`config.mk`:
```
export PLATFORM = sky130hd
export DESIGN_NAME = nshp_top
export DESIGN_NICKNAME = d
export VERILOG_FILES = /design/src/rtl/nshp_pkg.sv /design/src/rtl/nshp_feedback_sum.sv /design/src/rtl/nshp_quantizer.sv /design/src/rtl/nshp_err_bank.sv /design/src/rtl/nshp_top.sv
export SDC_FILE = /design/constraint.sdc
export NUM_CORES = 1
export LEC_CHECK = 0
export ABC_CLOCK_PERIOD_IN_PS = 18000
export BUFFER_PORTS_ARGS = -buffer_cell sky130_fd_sc_hd__buf_4
export CAP_MARGIN = 40
export CELL_PAD_IN_SITES_DETAIL_PLACEMENT = 0
export CELL_PAD_IN_SITES_GLOBAL_PLACEMENT = 2
export CORE_ASPECT_RATIO = 1.2
export CORE_MARGIN = 3
export CORE_UTILIZATION = 35
export DETAILED_ROUTE_END_ITERATION = 6
export HOLD_SLACK_MARGIN = 0.12
export PLACE_DENSITY_LB_ADDON = 0.1
export SLEW_MARGIN = 25
export SYNTH_ARGS = -nofsm -noshare
export SYNTH_HDL_FRONTEND = slang
export SYNTH_SLANG_ARGS = --single-unit
```
`constraint.sdc`:
```
create_clock -name clk -period 18 [get_ports clk]
set_clock_uncertainty 0.2 [all_clocks]
set_input_delay 3.6 -clock clk [delete_from_list [all_inputs] [get_ports clk]]
set_output_delay 3.6 -clock clk [all_outputs]
set_load 0.01 [all_outputs]
```
`src/rtl/nshp_pkg.sv`:
```
// Shared constants and helpers for the noise shaper.
// Assumes: widths are given in bits; channel count is at least 1.
package nshp_pkg;

    localparam int NS_IN_W     = 18;
    localparam int NS_OUT_W    = 5;
    localparam int NS_CHANNELS = 2;

    // Width of a channel index; never below one bit.
    function automatic int chan_bits(input int n);
        return (n > 1) ? $clog2(n) : 1;
    endfunction

endpackage

```
`src/rtl/nshp_feedback_sum.sv`:
```
// Adds the shaped error feedback to an input sample: acc = x + 2*e1 - e2.
// Assumes: ACC_W leaves headroom for the sample plus three error magnitudes.
module nshp_feedback_sum #(
    parameter int IN_W  = 18,
    parameter int ERR_W = 14,
    parameter int ACC_W = 20
) (
    input  logic signed [IN_W-1:0]  sample,
    input  logic signed [ERR_W-1:0] err_d1,
    input  logic signed [ERR_W-1:0] err_d2,
    output logic signed [ACC_W-1:0] acc
);

    logic signed [ACC_W-1:0] x_ext;
    logic signed [ACC_W-1:0] e1_ext;
    logic signed [ACC_W-1:0] e2_ext;

    // Sign-extend all operands to the accumulator width.
    always_comb begin
        x_ext  = {{(ACC_W-IN_W){sample[IN_W-1]}}, sample};
        e1_ext = {{(ACC_W-ERR_W){err_d1[ERR_W-1]}}, err_d1};
        e2_ext = {{(ACC_W-ERR_W){err_d2[ERR_W-1]}}, err_d2};
    end

    // Second-order error feedback sum.
    always_comb begin
        acc = x_ext + (e1_ext <<< 1) - e2_ext;
    end

endmodule

```
`src/rtl/nshp_quantizer.sv`:
```
// Mid-rise quantiser: keeps the top bits of the sum, saturates them to the
// output code range, and returns the clamped difference to the level the code
// represents (code * 2^SHIFT + 2^(SHIFT-1)).
// Assumes: ERR_W == SHIFT + 1 and ACC_W > SHIFT + OUT_W.
module nshp_quantizer #(
    parameter int ACC_W = 20,
    parameter int SHIFT = 13,
    parameter int OUT_W = 5,
    parameter int ERR_W = 14
) (
    input  logic signed [ACC_W-1:0] acc,
    output logic signed [OUT_W-1:0] code,
    output logic signed [ERR_W-1:0] err_new
);

    localparam int QW = ACC_W - SHIFT;
    localparam logic signed [QW-1:0]    Q_MAX = QW'((1 << (OUT_W-1)) - 1);
    localparam logic signed [QW-1:0]    Q_MIN = QW'(-(1 << (OUT_W-1)));
    localparam logic signed [ACC_W-1:0] E_MAX = ACC_W'((1 << SHIFT) - 1);
    localparam logic signed [ACC_W-1:0] E_MIN = ACC_W'(-(1 << SHIFT));

    logic signed [QW-1:0]    q_raw;
    logic signed [QW-1:0]    q_sat;
    logic signed [ACC_W-1:0] level;
    logic signed [ACC_W-1:0] diff;
    logic signed [ACC_W-1:0] diff_clamped;

    // Floor division by 2^SHIFT, then limit to the code range.
    always_comb begin
        q_raw = acc[ACC_W-1:SHIFT];
        if (q_raw > Q_MAX) begin
            q_sat = Q_MAX;
        end else if (q_raw < Q_MIN) begin
            q_sat = Q_MIN;
        end else begin
            q_sat = q_raw;
        end
    end

    assign code  = q_sat[OUT_W-1:0];
    assign level = {q_sat, 1'b1, {(SHIFT-1){1'b0}}};
    assign diff  = acc - level;

    // Bound the error so an overload cannot wind up the loop.
    always_comb begin
        if (diff > E_MAX) begin
            diff_clamped = E_MAX;
        end else if (diff < E_MIN) begin
            diff_clamped = E_MIN;
        end else begin
            diff_clamped = diff;
        end
    end

    assign err_new = diff_clamped[ERR_W-1:0];

endmodule

```
`src/rtl/nshp_err_bank.sv`:
```
// Per-channel two-deep error history. Reads the selected channel
// combinationally and, on a write, shifts the new error into that channel only.
// Assumes: read and write address the same channel in a cycle.
module nshp_err_bank #(
    parameter int CHANNELS = 2,
    parameter int ERR_W    = 14,
    parameter int CH_W     = 1
) (
    input  logic                         clk,
    input  logic                         rst_n,
    input  logic                         wr_en,
    input  logic [CH_W-1:0]              chan,
    input  logic signed [ERR_W-1:0]      wr_err,
    output logic signed [ERR_W-1:0]      rd_d1,
    output logic signed [ERR_W-1:0]      rd_d2,
    output logic [CHANNELS*2*ERR_W-1:0]  state_flat
);

    logic signed [ERR_W-1:0] d1_q [CHANNELS];
    logic signed [ERR_W-1:0] d2_q [CHANNELS];

    // Clear on reset; shift history of the written channel.
    always_ff @(posedge clk) begin
        for (int c = 0; c < CHANNELS; c++) begin
            if (!rst_n) begin
                d1_q[c] <= '0;
                d2_q[c] <= '0;
            end else if (wr_en && (chan == CH_W'(c))) begin
                d2_q[c] <= d1_q[c];
                d1_q[c] <= wr_err;
            end
        end
    end

    // Read port for the channel being processed.
    always_comb begin
        rd_d1 = d1_q[chan];
        rd_d2 = d2_q[chan];
    end

    // Flattened view of all history, one slice per channel.
    generate
        for (genvar g = 0; g < CHANNELS; g++) begin : g_flat
            assign state_flat[g*2*ERR_W +: 2*ERR_W] = {d2_q[g], d1_q[g]};
        end
    endgenerate

endmodule

```
`src/rtl/nshp_top.sv`:
```
// Second-order five-bit noise shaper with a time-shared datapath.
// One sample per cycle at most; output registered one cycle after input.
// Assumes: in_chan < CHANNELS whenever in_valid is high.
module nshp_top import nshp_pkg::*; #(
    parameter int IN_W     = NS_IN_W,
    parameter int OUT_W    = NS_OUT_W,
    parameter int CHANNELS = NS_CHANNELS
) (
    input  logic                               clk,
    input  logic                               rst_n,
    input  logic                               in_valid,
    input  logic [chan_bits(CHANNELS)-1:0]     in_chan,
    input  logic signed [IN_W-1:0]             in_sample,
    output logic                               out_valid,
    output logic [chan_bits(CHANNELS)-1:0]     out_chan,
    output logic signed [OUT_W-1:0]            out_code
);

    localparam int CH_W  = chan_bits(CHANNELS);
    localparam int SHIFT = IN_W - OUT_W;
    localparam int ERR_W = SHIFT + 1;
    localparam int ACC_W = IN_W + 2;

    logic signed [ERR_W-1:0]     hist_d1;
    logic signed [ERR_W-1:0]     hist_d2;
    logic signed [ERR_W-1:0]     err_next;
    logic signed [ACC_W-1:0]     loop_acc;
    logic signed [OUT_W-1:0]     code_next;
    logic [CHANNELS*2*ERR_W-1:0] err_state_flat;

    nshp_err_bank #(
        .CHANNELS (CHANNELS),
        .ERR_W    (ERR_W),
        .CH_W     (CH_W)
    ) u_bank (
        .clk        (clk),
        .rst_n      (rst_n),
        .wr_en      (in_valid),
        .chan       (in_chan),
        .wr_err     (err_next),
        .rd_d1      (hist_d1),
        .rd_d2      (hist_d2),
        .state_flat (err_state_flat)
    );

    nshp_feedback_sum #(
        .IN_W  (IN_W),
        .ERR_W (ERR_W),
        .ACC_W (ACC_W)
    ) u_sum (
        .sample (in_sample),
        .err_d1 (hist_d1),
        .err_d2 (hist_d2),
        .acc    (loop_acc)
    );

    nshp_quantizer #(
        .ACC_W (ACC_W),
        .SHIFT (SHIFT),
        .OUT_W (OUT_W),
        .ERR_W (ERR_W)
    ) u_quant (
        .acc     (loop_acc),
        .code    (code_next),
        .err_new (err_next)
    );

    // Output register: strobe follows input, data holds between samples.
    always_ff @(posedge clk) begin
        if (!rst_n) begin
            out_valid <= 1'b0;
            out_chan  <= '0;
            out_code  <= '0;
        end else begin
            out_valid <= in_valid;
            if (in_valid) begin
                out_chan <= in_chan;
                out_code <= code_next;
            end
        end
    end

endmodule

```
==> flow_metrics.env <==
export IMPL_run_status="complete, no violations"
export IMPL_final_common_cell="sky130_fd_sc_hd__inv_1"
export IMPL_detail_route_wl_per_cell_um=17.1
export IMPL_yosysSeqAreaShare=0.377
export IMPL_most_used_cells_in_the_layout_excluding_fill_and_tap_cells="72 x sky130_fd_sc_hd__inv_1, 56 x sky130_fd_sc_hd__edfxtp_1, 45 x sky130_fd_sc_hd__o21ai_0"
export IMPL_cts_tree="yes"
export IMPL_hold_depth=2
export IMPL_post_cts_repair_setup_buffers=0
export IMPL_drt_total_wl_um=11700
export IMPL_crit_reg2reg_capture="u_bank.d1_q[0][2]"
export IMPL_core_footprint_sq_mm=0.0134
export IMPL_clk_buf_depth=2
export IMPL_dpl_cell_count=670
export IMPL_later_pin_clock_latency_in_the_skew_report_ns=0.33
export IMPL_ctsHtreeMaxLevel=3
export IMPL_final_instance_count_excl_fill=686
export IMPL_rsz_0062_raised_after_global_routing="no"
export IMPL_cts_resized_gates=0
export IMPL_firstDrtPassIters=4
export IMPL_num_vias=3553
export IMPL_timing_critical_path_fanout_max=32
export IMPL_min_period_over_period=0.591
export IMPL_number_of_rows_created_at_floorplan=46
export IMPL_nFillCells=1381
export IMPL_grt_ovfl_total=0
export IMPL_slew_viol_final=0
export IMPL_worstSetupPathType="in -> reg"
export IMPL_critPathArrivalTime_ns=10.48
export IMPL_crit_reg2reg_launch="u_bank.d2_q[1][13]"
export IMPL_r2r_setup_slack_ns=10.83
export IMPL_timing_slew_headroom=0.529
export IMPL_setup_total_negative_slack_ns=0
export IMPL_timing_critical_path_required_ns=17.84
export IMPL_num_nets_final=581
export IMPL_finalHoldViolCount=0
export IMPL_cts_hold_buffers=0
export IMPL_worst_hold_path_type="reg -> reg"
export IMPL_largest_net_degree_at_the_start_of_global_routing=33
export IMPL_reg2reg_depth=23
export IMPL_die_height_um=135
export IMPL_placed_area_sq_mm=0.00518
export IMPL_ant_nets=0
export IMPL_timing_critical_path_to_type="flip-flop"
export IMPL_final_period_minus_worst_setup_slack_ns=10.64
export IMPL_multi_input_area_sq_mm=0.00265
export IMPL_sequential_cell_area_sq_mm=0.00182
export IMPL_hpwl_um=8950
export IMPL_cts_root_buffer="sky130_fd_sc_hd__clkbuf_16"
export IMPL_post_synthesis_async_set_or_reset_flop_share=0
export IMPL_edff_count_synth=56
export IMPL_synthesis_nets=560
export IMPL_vias_per_cell=5.18
export IMPL_drc=0
export IMPL_hold_path_endpoint="out_chan"
export IMPL_syn_area_per_cell_sq_um=9.83
export IMPL_max_freq_mhz=94.0
export IMPL_post_route_cells_drive_above_1_share=0.151
export IMPL_finalSetupViolCount=0
export IMPL_min_from="out_chan"
export IMPL_cap_violations=0
export IMPL_gp_congestion=0.798
export IMPL_synth_cell_type_count=65
export IMPL_clk_pin_slew_ns=0.06
export IMPL_insertedDiodeCount=0
export IMPL_global_route_wire_length_before_repair_um=19300
export IMPL_setup_worst_path_start_class="input port"
export IMPL_syn2layout_area_growth_pct=12.5
export IMPL_top_level_ports=29
export IMPL_clock_sinks=63
export IMPL_chipWidth_um=113
export IMPL_final_area_sq_mm=0.00544
export IMPL_yosys_most_used_dff="sky130_fd_sc_hd__edfxtp_1"
export IMPL_fp_dieArea_sq_mm=0.0153
export IMPL_first_global_vias=3558
export IMPL_first_iter_violations=174
export IMPL_grt_usage=0.163
export IMPL_synth_warnings=0
export IMPL_ys_ff_latch=63
export IMPL_number_of_antenna_violations_at_the_first_check_in_global_routing=0
export IMPL_post_synth_inst_count=492
export IMPL_worst_pin_slew_ns=0.704
export IMPL_port_buffer_cells=28
export IMPL_cts_buffer_count=9
export IMPL_initial_utilization=0.362
export IMPL_synth_cell_area_sq_mm=0.00484
==> worst max path at each step <==
stage,from,end,slack [ns],cells after the start
3_3_place_gp,in_chan,u_bank.d1_q[1][3],6.98,24
6_report,in_chan,u_bank.d1_q[0][2],7.36,24
2_1_floorplan,in_chan,u_bank.d1_q[1][8],8.21,28
4_1_cts,in_chan,u_bank.d1_q[0][2],7.20,24
5_1_grt,in_chan,u_bank.d1_q[0][2],6.65,24
3_5_place_dp,in_chan,u_bank.d1_q[1][7],6.85,24
==> metrics by stage <==
stage | worst slack [ns] | hold WS (ns) | util
2_1_floorplan | 8.21 | 0.290 | -
3_3_place_gp | 6.98 | 0.265 | 0.387
3_5_place_dp | 6.85 | 0.276 | 0.388
4_1_cts | 7.20 | 0.289 | 0.408
5_1_grt | 6.65 | 0.323 | 0.408
6_report | 7.36 | 0.281 | 0.408
==> final cells by class <==
cell class                 instances  share of cell area
clock buffer                       9              0.0414
tap                              168              0.0386
inverter                          73              0.0503
timing repair buffer              30              0.0414
clock inverter                     7             0.00735
sequential                        63               0.335
multi-input combinational        336               0.486
==> synth_stat cells, types with 2 or more instances <==
cell type,count,area [sq um]
sky130_fd_sc_hd__ha_1,27,338
sky130_fd_sc_hd__nor4_1,2,12.5
sky130_fd_sc_hd__a311oi_1,3,26.3
sky130_fd_sc_hd__inv_1,72,270
sky130_fd_sc_hd__a21o_1,7,52.6
sky130_fd_sc_hd__a21oi_1,31,155
sky130_fd_sc_hd__and2_1,30,188
sky130_fd_sc_hd__nor3_1,9,45.0
sky130_fd_sc_hd__a21oi_2,2,17.5
sky130_fd_sc_hd__a211oi_2,2,25.0
sky130_fd_sc_hd__a41oi_1,2,17.5
sky130_fd_sc_hd__buf_6,2,22.5
sky130_fd_sc_hd__fa_1,19,380
sky130_fd_sc_hd__xnor2_1,5,43.8
sky130_fd_sc_hd__or3_1,2,12.5
sky130_fd_sc_hd__a2111o_1,2,22.5
sky130_fd_sc_hd__o21bai_1,3,22.5
sky130_fd_sc_hd__mux2_2,13,146
sky130_fd_sc_hd__nand2b_1,3,18.8
sky130_fd_sc_hd__o21ai_0,46,230
sky130_fd_sc_hd__clkbuf_1,9,33.8
sky130_fd_sc_hd__buf_4,4,30.0
sky130_fd_sc_hd__o21ai_2,3,26.3
sky130_fd_sc_hd__o31ai_1,2,15.0
sky130_fd_sc_hd__or4_1,2,15.0
sky130_fd_sc_hd__o21ai_1,2,10.0
sky130_fd_sc_hd__dfxtp_1,7,140
sky130_fd_sc_hd__nor2b_1,2,12.5
sky130_fd_sc_hd__nand3_1,10,50.1
sky130_fd_sc_hd__nor2_1,25,93.8
sky130_fd_sc_hd__xor2_1,13,114
sky130_fd_sc_hd__buf_1,2,7.51
sky130_fd_sc_hd__buf_2,3,15.0
sky130_fd_sc_hd__o21a_1,2,15.0
sky130_fd_sc_hd__nand4_1,3,18.8
sky130_fd_sc_hd__nand2_1,19,71.3
sky130_fd_sc_hd__o211ai_1,4,30.0
sky130_fd_sc_hd__edfxtp_1,56,1680
sky130_fd_sc_hd__mux2i_1,16,160
==> layer usage <==
metal  global-route usage  vias to the layer above  wire length [um]
met2                0.278                       34              5960
met5                    0                        -                 0
met3               0.0305                       10               226
li1                     -                     1778                 -
met1                0.209                     1731              5340
met4               0.0554                        0               216
==> worst max-delay path, cell delays in order <==
cell and delay (ns):
sky130_fd_sc_hd__buf_4 0.41, sky130_fd_sc_hd__mux2i_1 0.42, sky130_fd_sc_hd__inv_1 0.22, sky130_fd_sc_hd__fa_1 0.53, sky130_fd_sc_hd__inv_1 0.04, sky130_fd_sc_hd__ha_1 0.47, sky130_fd_sc_hd__nand4_4 0.16, sky130_fd_sc_hd__a2111o_1 0.32
sky130_fd_sc_hd__a31o_1 0.22, sky130_fd_sc_hd__a41oi_1 0.20, sky130_fd_sc_hd__nor2b_1 0.35, sky130_fd_sc_hd__nand3_1 0.13, sky130_fd_sc_hd__ha_1 0.33, sky130_fd_sc_hd__inv_1 0.09, sky130_fd_sc_hd__a21oi_1 0.22, sky130_fd_sc_hd__ha_1 0.36
sky130_fd_sc_hd__o2111a_1 0.17, sky130_fd_sc_hd__a221o_1 0.36, sky130_fd_sc_hd__a221oi_2 0.38, sky130_fd_sc_hd__mux2i_1 0.15, sky130_fd_sc_hd__nor4_2 0.45, sky130_fd_sc_hd__o21ai_0 0.20, sky130_fd_sc_hd__nand3_1 0.43, sky130_fd_sc_hd__o21ai_0 0.19
==> cells by family (layout without fill, tap and decap cells) <==
family                   after synthesis  in the layout  synth area share
AND/OR/NAND/NOR                      115            115             0.128
flip-flops                            63             63             0.377
XOR/XNOR                              18             18            0.0326
adder cells (fa/ha/maj)               46             46             0.148
AO/OA/AOI/OAI                        128            128             0.172
multiplexers                          29             29            0.0634
buffers and inverters                 93            119            0.0792
==> sequential cells by signal, summed over array words and instances, names as in the netlist <==
register	flops
out_valid	1
u_bank.d2_q	28
out_chan	1
u_bank.d1_q	28
out_code	5
Power is left out: the tool's default activity adds up to more than one toggle a clock period on the data nets, which glitch-free logic cannot reach.
